--- src/rtl/dma_req_pkg.sv ---
package dma_req_pkg;

    localparam int CH_COUNT  = 8;
    localparam int PIN_COUNT = 4;

    // Where a channel takes its request from
    typedef enum logic [1:0] {
        SRC_AUTO   = 2'b00,
        SRC_PERIPH = 2'b01,
        SRC_PIN    = 2'b10,
        SRC_NONE   = 2'b11
    } req_src_e;

    // How an external pin is interpreted
    typedef enum logic [1:0] {
        DET_LOW  = 2'b00,
        DET_HIGH = 2'b01,
        DET_RISE = 2'b10,
        DET_FALL = 2'b11
    } pin_det_e;

    // Synchronizer taps of one pin: newest synchronized value and the one before
    typedef struct packed {
        logic meta;
        logic now;
        logic prev;
    } pin_sync_t;

    function automatic logic det_is_edge(pin_det_e d);
        return d == DET_RISE || d == DET_FALL;
    endfunction

    function automatic logic edge_seen(pin_det_e d, pin_sync_t s);
        return (d == DET_RISE) ? (s.now & ~s.prev) : (~s.now & s.prev);
    endfunction

endpackage

--- src/rtl/dma_pin_detect.sv ---
module dma_pin_detect
    import dma_req_pkg::*;
#(
    parameter int PINS = PIN_COUNT
) (
    input  logic              clk,
    input  logic              rst,
    input  logic [PINS-1:0]   pin_i,
    input  logic [2*PINS-1:0] det_i,
    input  logic [PINS-1:0]   arm_i,
    input  logic [PINS-1:0]   clr_i,
    output logic [PINS-1:0]   req_o
);

    for (genvar p = 0; p < PINS; p++) begin : g_pin
        pin_sync_t sync_q;
        logic      pend_q;
        logic      edge_now;
        pin_det_e  det;

        assign det      = pin_det_e'(det_i[2*p +: 2]);
        assign edge_now = det_is_edge(det) & edge_seen(det, sync_q);

        always_ff @(posedge clk) begin
            if (rst) begin
                sync_q <= '0;
                pend_q <= 1'b0;
            end else begin
                sync_q <= '{meta: pin_i[p], now: sync_q.meta, prev: sync_q.now};
                pend_q <= arm_i[p] & (pend_q | edge_now) & ~clr_i[p];
            end
        end

        always_comb begin
            unique case (det)
                DET_LOW:  req_o[p] = arm_i[p] & ~sync_q.now;
                DET_HIGH: req_o[p] = arm_i[p] &  sync_q.now;
                default:  req_o[p] = arm_i[p] & (pend_q | edge_now);
            endcase
        end


        pend_keep_chk: assert property (@(posedge clk) disable iff (rst)
            (pend_q && arm_i[p] && !clr_i[p]) |=> pend_q)
            else $error("pending edge lost on pin %0d", p);
    end

endmodule

--- src/rtl/dma_chan_arbiter.sv ---
module dma_chan_arbiter
    import dma_req_pkg::*;
#(
    parameter int NCH = CH_COUNT
) (
    input  logic           clk,
    input  logic           rst,
    input  logic [NCH-1:0] req_i,
    input  logic           rr_mode_i,
    input  logic           slot_done_i,
    output logic [NCH-1:0] grant_o,
    output logic [NCH-1:0] taken_o
);

    localparam int CW = (NCH > 1) ? $clog2(NCH) : 1;

    logic [NCH-1:0] grant_q;
    logic [CW-1:0]  last_q;
    logic [NCH-1:0] win_oh;
    logic [CW-1:0]  win_idx;
    logic           load;

    always_comb begin
        int  start;
        int  idx;
        logic found;
        win_oh  = '0;
        win_idx = '0;
        found   = 1'b0;
        start   = rr_mode_i ? int'(last_q) + 1 : 0;
        if (start >= NCH) start = 0;
        for (int k = 0; k < NCH; k++) begin
            idx = start + k;
            if (idx >= NCH) idx = idx - NCH;
            if (!found && req_i[idx]) begin
                found       = 1'b1;
                win_oh[idx] = 1'b1;
                win_idx     = CW'(idx);
            end
        end
    end

    assign load    = (grant_q == '0) && (req_i != '0);
    assign taken_o = load ? win_oh : '0;
    assign grant_o = grant_q;

    always_ff @(posedge clk) begin
        if (rst) begin
            grant_q <= '0;
            last_q  <= CW'(NCH - 1);
        end else if (grant_q != '0 && slot_done_i) begin
            grant_q <= '0;
        end else if (load) begin
            grant_q <= win_oh;
            last_q  <= win_idx;
        end
    end


    grant_onehot_chk: assert property (@(posedge clk) disable iff (rst)
        $onehot0(grant_q))
        else $error("grant not one-hot");


    grant_hold_chk: assert property (@(posedge clk) disable iff (rst)
        (grant_q != '0 && !slot_done_i) |=> $stable(grant_q))
        else $error("grant changed inside a slot");


    grant_release_chk: assert property (@(posedge clk) disable iff (rst)
        (grant_q != '0 && slot_done_i) |=> (grant_q == '0))
        else $error("grant not released after slot end");


    grant_to_req_chk: assert property (@(posedge clk) disable iff (rst)
        (grant_q == '0 && req_i != '0) |=> ((grant_q & $past(req_i)) != '0))
        else $error("idle arbiter did not grant a requester");

endmodule

--- src/rtl/dma_req_front.sv ---
module dma_req_front
    import dma_req_pkg::*;
#(
    parameter int NCH  = CH_COUNT,
    parameter int NPIN = PIN_COUNT
) (
    input  logic              clk,
    input  logic              rst,
    input  logic [NPIN-1:0]   pin_req_i,
    input  logic [NCH-1:0]    periph_req_i,
    input  logic [NCH-1:0]    ch_en_i,
    input  logic [2*NCH-1:0]  ch_src_i,
    input  logic [2*NPIN-1:0] pin_det_i,
    input  logic              rr_mode_i,
    input  logic              slot_done_i,
    input  logic              xfer_last_i,
    input  logic [NCH-1:0]    ack_pol_i,
    input  logic [NCH-1:0]    tend_pol_i,
    output logic [NCH-1:0]    grant_o,
    output logic [NCH-1:0]    ack_o,
    output logic [NCH-1:0]    tend_o
);

    logic [NPIN-1:0] pin_arm;
    logic [NPIN-1:0] pin_req;
    logic [NCH-1:0]  chan_req;
    logic [NCH-1:0]  taken;
    logic [NCH-1:0]  grant;

    for (genvar c = 0; c < NCH; c++) begin : g_chan
        req_src_e src;
        logic     from_pin;
        assign src = req_src_e'(ch_src_i[2*c +: 2]);

        if (c < NPIN) begin : g_pinned
            assign pin_arm[c] = ch_en_i[c] && src == SRC_PIN;
            assign from_pin   = pin_req[c];
        end else begin : g_unpinned
            assign from_pin = 1'b0;

            upper_pin_chk: assert property (@(posedge clk) disable iff (rst)
                $rose(grant[c]) |-> ($past(ch_src_i[2*c +: 2]) != SRC_PIN))
                else $error("pin source granted on channel %0d", c);
        end

        always_comb begin
            unique case (src)
                SRC_AUTO:   chan_req[c] = ch_en_i[c];
                SRC_PERIPH: chan_req[c] = ch_en_i[c] & periph_req_i[c];
                SRC_PIN:    chan_req[c] = ch_en_i[c] & from_pin;
                default:    chan_req[c] = 1'b0;
            endcase
        end
    end

    dma_pin_detect #(.PINS(NPIN)) u_pins (
        .clk   (clk),
        .rst   (rst),
        .pin_i (pin_req_i),
        .det_i (pin_det_i),
        .arm_i (pin_arm),
        .clr_i (taken[NPIN-1:0]),
        .req_o (pin_req)
    );

    dma_chan_arbiter #(.NCH(NCH)) u_arb (
        .clk         (clk),
        .rst         (rst),
        .req_i       (chan_req),
        .rr_mode_i   (rr_mode_i),
        .slot_done_i (slot_done_i),
        .grant_o     (grant),
        .taken_o     (taken)
    );

    assign grant_o = grant;
    assign ack_o   = ~(ack_pol_i ^ grant);
    assign tend_o  = ~(tend_pol_i ^ (grant & {NCH{xfer_last_i}}));

endmodule

--- config.mk ---
export PLATFORM = sky130hd
export DESIGN_NAME = dma_req_front
export DESIGN_NICKNAME = d
export VERILOG_FILES = /design/src/rtl/dma_req_pkg.sv /design/src/rtl/dma_pin_detect.sv /design/src/rtl/dma_chan_arbiter.sv /design/src/rtl/dma_req_front.sv
export SDC_FILE = /design/constraint.sdc
export NUM_CORES = 1
export LEC_CHECK = 0
export BUFFER_PORTS_ARGS = -buffer_cell sky130_fd_sc_hd__buf_4
export CAP_MARGIN = 20
export CORE_ASPECT_RATIO = 1.2
export CORE_MARGIN = 8
export CORE_UTILIZATION = 58
export DETAILED_ROUTE_END_ITERATION = 12
export PLACE_DENSITY_LB_ADDON = 0.1
export SYNTH_ARGS = -nofsm -noshare
export SYNTH_HDL_FRONTEND = slang
export SYNTH_SLANG_ARGS = --single-unit
export TNS_END_PERCENT = 100
--- constraint.sdc ---
create_clock -name clk -period 6 [get_ports clk]
set_input_delay 0.3 -clock clk [delete_from_list [all_inputs] [get_ports clk]]
set_output_delay 0.3 -clock clk [all_outputs]
set_load 0.05 [all_outputs]
# After elaboration in Yosys (flattened, before gate mapping)
# Index checks and enable logic that the tools add are counted.
# Widths: inputs -> output; s select.
# op_classes
eq_ne	24
add_sub_neg	16
bitwise_logic	69
n_lt_le_gt_ge	25
n_mux	90
n_reduce_logical	49
# ops
op	n
$mux 32	10
$ge 32x5->1 const B	9
$ge 32x1->1 const B	8
$lt 32x5->1 const B	8
$sub 32x5->32 const B	8
$add 32x4->32 const B	4
$add 32x3->32 const B	2
$mux 8	8
$or 8x8->8	7
$and 1x1->1	40
$mux 1	35
$add 32x2->32 const B	1
$bmux 1 s3	8
$demux 1 s3	8
$eq 2x1->1 const B	12
$eq 2x2->1 const B	12
$logic_not 2->1	12
$mux 3	8
$logic_and 1x1->1	21
$not 8->8	2
$pmux 1 s2	8
$reduce_bool 8->1	2
$xor 8x8->8	2
$not 1->1	13
10 further kinds	25
# word_totals
inputBits	65
ff_bits	27

# Longest topological paths before layout
# logic_depth
depth_word	37
depth_mapped	19

# Hierarchy
# Synthesis repeated with hierarchy kept, for this count alone.
# unflattened
hier_cells	439
hier_area_um2	3555.9
# modules_own_cells
mod	cells_per_inst	seq_area_each_um2	n_inst	area_per_inst_um2
dma_chan_arbiter	297	220.2	1	2331.0
dma_pin_detect	69	320.3	1	663.1
dma_req_front	73	0.0	1	561.8

# Worst setup path after synthesis
# No wires, ideal clock.
# synth_timing
path_kind	input port to flip-flop
from	in rr_mode_i
to	reg u_arb.grant_q[7] (netlist: u_arb.grant_o[7])
t_required_ps	5872
path_slack_ps	2147
cell_stages	18
arrival_time_ps	3724
setup_ps	128
path_cell_list	buf_2 > nand2b_1 > buf_2 > clkinv_1 > clkbuf_1 > clkbuf_1 > buf_2 > ha_1 > clkbuf_1 > inv_1 > clkbuf_1 > mux4_2 > nand2b_4 > buf_12 > nor3_1 > a221o_1 > a221oi_1 > a31oi_1
# synth_via
elab_chain_cells	30
elab_cells_between_ends	134
classes_between	add/sub (15); order compare (25); mux (65); bitwise (7); reduce/logical (22)
# synth_lines
element	line_no	rtl
start, declared	dma_req_front.sv:14	input logic rr_mode_i,
$mux 32 (*)	dma_chan_arbiter.sv:30	start = rr_mode_i ? int'(last_q) + 1 : 0;
$ge 32x5->1	dma_chan_arbiter.sv:31	if (start >= NCH) start = 0;
$mux 32 (*)	dma_chan_arbiter.sv:31	
parallel branches: the longest is 26 deep, another holds $add 32x2->32	-	
$mux 8 (*)	dma_chan_arbiter.sv:35	if (!found && req_i[idx]) begin
end signal, assigned	dma_chan_arbiter.sv:54	grant_q <= win_oh;
end, declared	dma_chan_arbiter.sv:17	logic [NCH-1:0] grant_q;
# Mark *: on every way between the ends. The select of a mux whose other input is x is not followed.
# A chain may end at the register's enable or synchronous reset.

# Worst setup path after layout
# layout_timing
from	reg u_arb.last_q[0]
to	reg u_arb.grant_q[0] (netlist: u_arb.grant_o[0])
# layout_via
elab_chain_cells	31
elab_cells_between_ends	135
classes_between	add/sub (16); order compare (25); mux (65); bitwise (7); reduce/logical (22)
# layout_lines
element	line_no	rtl
start, declared	dma_chan_arbiter.sv:18	logic [CW-1:0] last_q;
start signal, assigned	dma_chan_arbiter.sv:50	last_q <= CW'(NCH - 1);
start signal, assigned	dma_chan_arbiter.sv:55	last_q <= win_idx;
$add 3x1->4 (*)	dma_chan_arbiter.sv:30	
$mux 32 (*)	dma_chan_arbiter.sv:30	
$ge 32x5->1	dma_chan_arbiter.sv:31	
$mux 32 (*)	dma_chan_arbiter.sv:31	
parallel branches: the longest is 26 deep, another holds $add 32x2->32	-	
$mux 8 (*)	dma_chan_arbiter.sv:35	
# Marks and branches as above.

==> implementation parameters <==
Parameter                              Value

Outcome
  Result of the run ... complete, no violations

Clock network
  Number of CTS-inserted buffers ... 3
  Count of instances resized after the clock tree is built ... 0
  Clock Tree Buf Depth ... 2
  Clock input transition at the sequential cells of the worst setup and hold paths ... roughly 0.090 ns
  Latest clock arrival within the worst-skew pair ... about 0.27 ns
  Clock tree from TritonCTS ... yes
  Number of clock sinks ... 27
  Quantity of hold-fixing buffers added after cts ... 0
  Root Driver ... sky130_fd_sc_hd__clkbuf_8
  Number of buffers added for setup after CTS ... 0
  Level count of the clock H-tree ... 1

Placed design
  HPWL Detailed ... about 9000 um
  Routability cong. ... between 1 and 1.5
  Number of port buffers ... 88

Synthesis
  Total standard cell area after synthesis ... about 3300 um2
  Number of enable-type register cells in the synthesized netlist ... 0
  Largest area contributor in the synthesized netlist ... sky130_fd_sc_hd__dfxtp_1
  Synth unique cells ... 75
  Synth Net Count ... about 490
  Most frequently used flop master after synthesis ... sky130_fd_sc_hd__dfxtp_1
  Largest cells by area after synthesis ... sky130_fd_sc_hd__dfxtp_1 17%, sky130_fd_sc_hd__ha_1 7.7%, sky130_fd_sc_hd__nand2_1 4.3%
  Syn Inst Count ... a little over 400
  Fraction of synthesized cell area taken by the top area cell type ... around 17%
  Syn. warnings ... 0
  Share of synthesized flip-flops with an asynchronous set or reset ... 0%
  Part of the Yosys area used for sequential elements ... 16.6%
  Post-synthesis register bit count ... 27
  Post-synthesis area per instance ... between 7 and 8 um2

Timing
  RSZ-0062 raised after global routing ... no
  Final Max Tran Viols ... 0
  Maximum clock frequency ... about 240 MHz
  Hold Worst Slack ... ~0.23 ns
  Clock period minus final worst setup slack ... 4.22 ns
  Aggregate negative setup slack ... 0 ns
  Final setup viols ... 0
  Worst Max-Slew Pin Slew ... 0.975 ns
  Clock tree skew after final layout ... about 0.0029 ns
  Final count of hold timing violations ... 0
  Post-route fraction of the period consumed by the critical path ... between 70 and 80%
  Worst slew margin relative to its limit ... roughly a third

Global route
  Wire length of the first global-routing pass ... approximately 18000 um
  Initial antenna violation count ... 0
  Overflow left after global routing ... 0
  Pin count of the biggest net entering global routing ... 34
  GRT Overall Usage ... a little over a quarter
  Number of global-route vias before repair ... approximately 3.7k

Floorplan
  DIE WIDTH ... approximately 84 um
  I/O pins ... 89
  Floorplan core area ... about 5600 um2
  Die outline area ... approximately 8300 um2
  Number of standard-cell rows in the floorplan ... 30
  Starting density of the core ... 58.6%
  Die height ... between 90 and 100 um

Power
  Pwr per Cell Area ... roughly 380 nW/um2
  Static leakage ... between 0.0015 and 0.002 uW
  Total chip power ... about 1500 uW
  IR Drop Worst-Case VDD ... between 0.2 and 0.3 mV

Worst setup path
  Beginning of the worst register-to-register path ... u_arb.last_q[0]$_SDFFE_PP1P_
  Critical path start-end classification ... reg -> reg
  CP Data Required Time ... 6.23 ns
  Worst-path fanout max ... 13
  Critical path arrival ... 4.45 ns
  Startpoint of the worst setup timing path ... u_arb.last_q[0]$_SDFFE_PP1P_
  Startpoint kind of the worst setup timing path ... flop
  Crit path capture type ... flop

Drt
  Post-route antenna net violation count ... 0
  Drt first-iter violations ... around 380
  DRC Markers ... 0
  Router iterations before antenna repair ... 5
  Number of vias after detailed routing ... 3728
  Via-to-Cell Ratio ... slightly below 7
  Aggregate routed wire length ... around 12000 um
  WL/cell ... around 21 um

Flow run
  Reported max-cap violation count ... 0

Cells and area
  Number of nets in the layout ... approximately 570
  Post-Route Utilization ... ~71%
  Antenna Diode Count ... 0
  Filler Cell Count ... 460
  Most common cell after layout, fill and taps aside ... sky130_fd_sc_hd__buf_4
  Area Growth Syn to Fin ... 21.5%
  Share of cells above drive strength 1 ... around 26%
  Commonest non-fill, non-tap cells in the layout ... 93 x sky130_fd_sc_hd__buf_4, 37 x sky130_fd_sc_hd__nand2_1, 27 x sky130_fd_sc_hd__dfxtp_1

Worst hold path
  Startpoint of the lowest-slack hold path ... pin_req_i[3]
  Type of the worst min-delay path ... in -> reg
-- routing by layer --
| layer | wire length [um] | vias up | track usage, % |
|---|---|---|---|
| li1 | - | 1684 | - |
| met1 | 3910 | 1739 | 27.7 |
| met4 | 563 | 0 | 15.4 |
| met5 | 0 | - | 0 |
| met2 | 5870 | 259 | 48.6 |
| met3 | 1210 | 46 | 6.55 |
-- final timing paths --
kind / end / slack, ns / cells past startpoint
max reg2reg: u_arb.grant_o[0]$_SDFFE_PP0P_ / 1.78 / 12
max: u_arb.grant_o[0]$_SDFFE_PP0P_ / 1.78 / 12
min: u_pins.g_pin[3].sync_q[2]$_SDFF_PP0_ / 0.23 / 2
min reg2reg: u_pins.g_pin[3].sync_q[1]$_SDFF_PP0_ / 0.45 / 1
-- synthesized netlist by cell type, types with 7 or more instances --
cell type	n
sky130_fd_sc_hd__a21oi_1	12
sky130_fd_sc_hd__a31oi_1	20
sky130_fd_sc_hd__buf_2	7
sky130_fd_sc_hd__clkbuf_1	13
sky130_fd_sc_hd__dfxtp_1	27
sky130_fd_sc_hd__ha_1	20
sky130_fd_sc_hd__inv_1	19
sky130_fd_sc_hd__nand2_1	37
sky130_fd_sc_hd__nand3_1	15
sky130_fd_sc_hd__nor2_1	25
sky130_fd_sc_hd__nor2b_1	19
sky130_fd_sc_hd__nor3_1	16
sky130_fd_sc_hd__nor4_1	8
sky130_fd_sc_hd__o21a_1	7
sky130_fd_sc_hd__o21ai_0	15
sky130_fd_sc_hd__xnor2_1	13
sky130_fd_sc_hd__xor2_1	8
-- worst max-delay path, cell delays in order, from the launching register on --
cell,delay [ns]
sky130_fd_sc_hd__dfxtp_1,0.44
sky130_fd_sc_hd__ha_1,0.46
sky130_fd_sc_hd__nand3_2,0.26
sky130_fd_sc_hd__inv_2,0.23
sky130_fd_sc_hd__ha_1,0.36
sky130_fd_sc_hd__inv_1,0.37
sky130_fd_sc_hd__mux4_2,0.31
sky130_fd_sc_hd__nor2_1,0.06
sky130_fd_sc_hd__or4b_4,0.66
sky130_fd_sc_hd__nor3b_4,0.47
sky130_fd_sc_hd__a31oi_1,0.15
sky130_fd_sc_hd__a31oi_1,0.26
sky130_fd_sc_hd__o21a_1,0.13
-- flip-flops by register name (all words and copies together) (netlist names) --
register and flops:
u_arb.grant_o 8, u_pins.g_pin.sync_q 12, u_pins.g_pin.pend_q 4, u_arb.last_q 3
-- through the flow --
step                setup slack [ns]  instance area [um2]  std cells
floorplan                       2.15                 3250        408
global placement                1.94                 3910        542
detailed placement              1.88                 3910        542
CTS                             1.86                 3950        546
global route                    1.52                 3950        546
finish                          1.78                 3950        546
-- layout make-up --
type | instances | area (um2) | area share [%]
timing repair buffer | 93 | 698 | 17.7
tap | 64 | 80.1 | 2.03
sequential | 27 | 541 | 13.7
inverter | 21 | 78.8 | 1.99
clock buffer | 3 | 41.3 | 1.04
clock inverter | 1 | 5.00 | 0.127
multi-input combinational | 337 | 2510 | 63.5
-- power by group --
group / leakage [uW] / internal [uW] / switching, uW
Sequential: 0.000221 / 207 / 42.6
Clock: 0.0000255 / 46.6 / 58.4
Combinational: 0.00135 / 393 / 750
-- kinds of logic after synthesis --
| logic type | synth area share, % |
|---|---|
| and+or+nand+nor | 30.0 |
| AOI/OAI and AO/OA | 25.8 |
| buffers and inverters | 6.31 |
| DFF | 16.6 |
| xor gates and xnor gates | 6.15 |
| adders and majority gates | 7.69 |
| muxes | 7.50 |
Power figures use the tool's default switching activity.
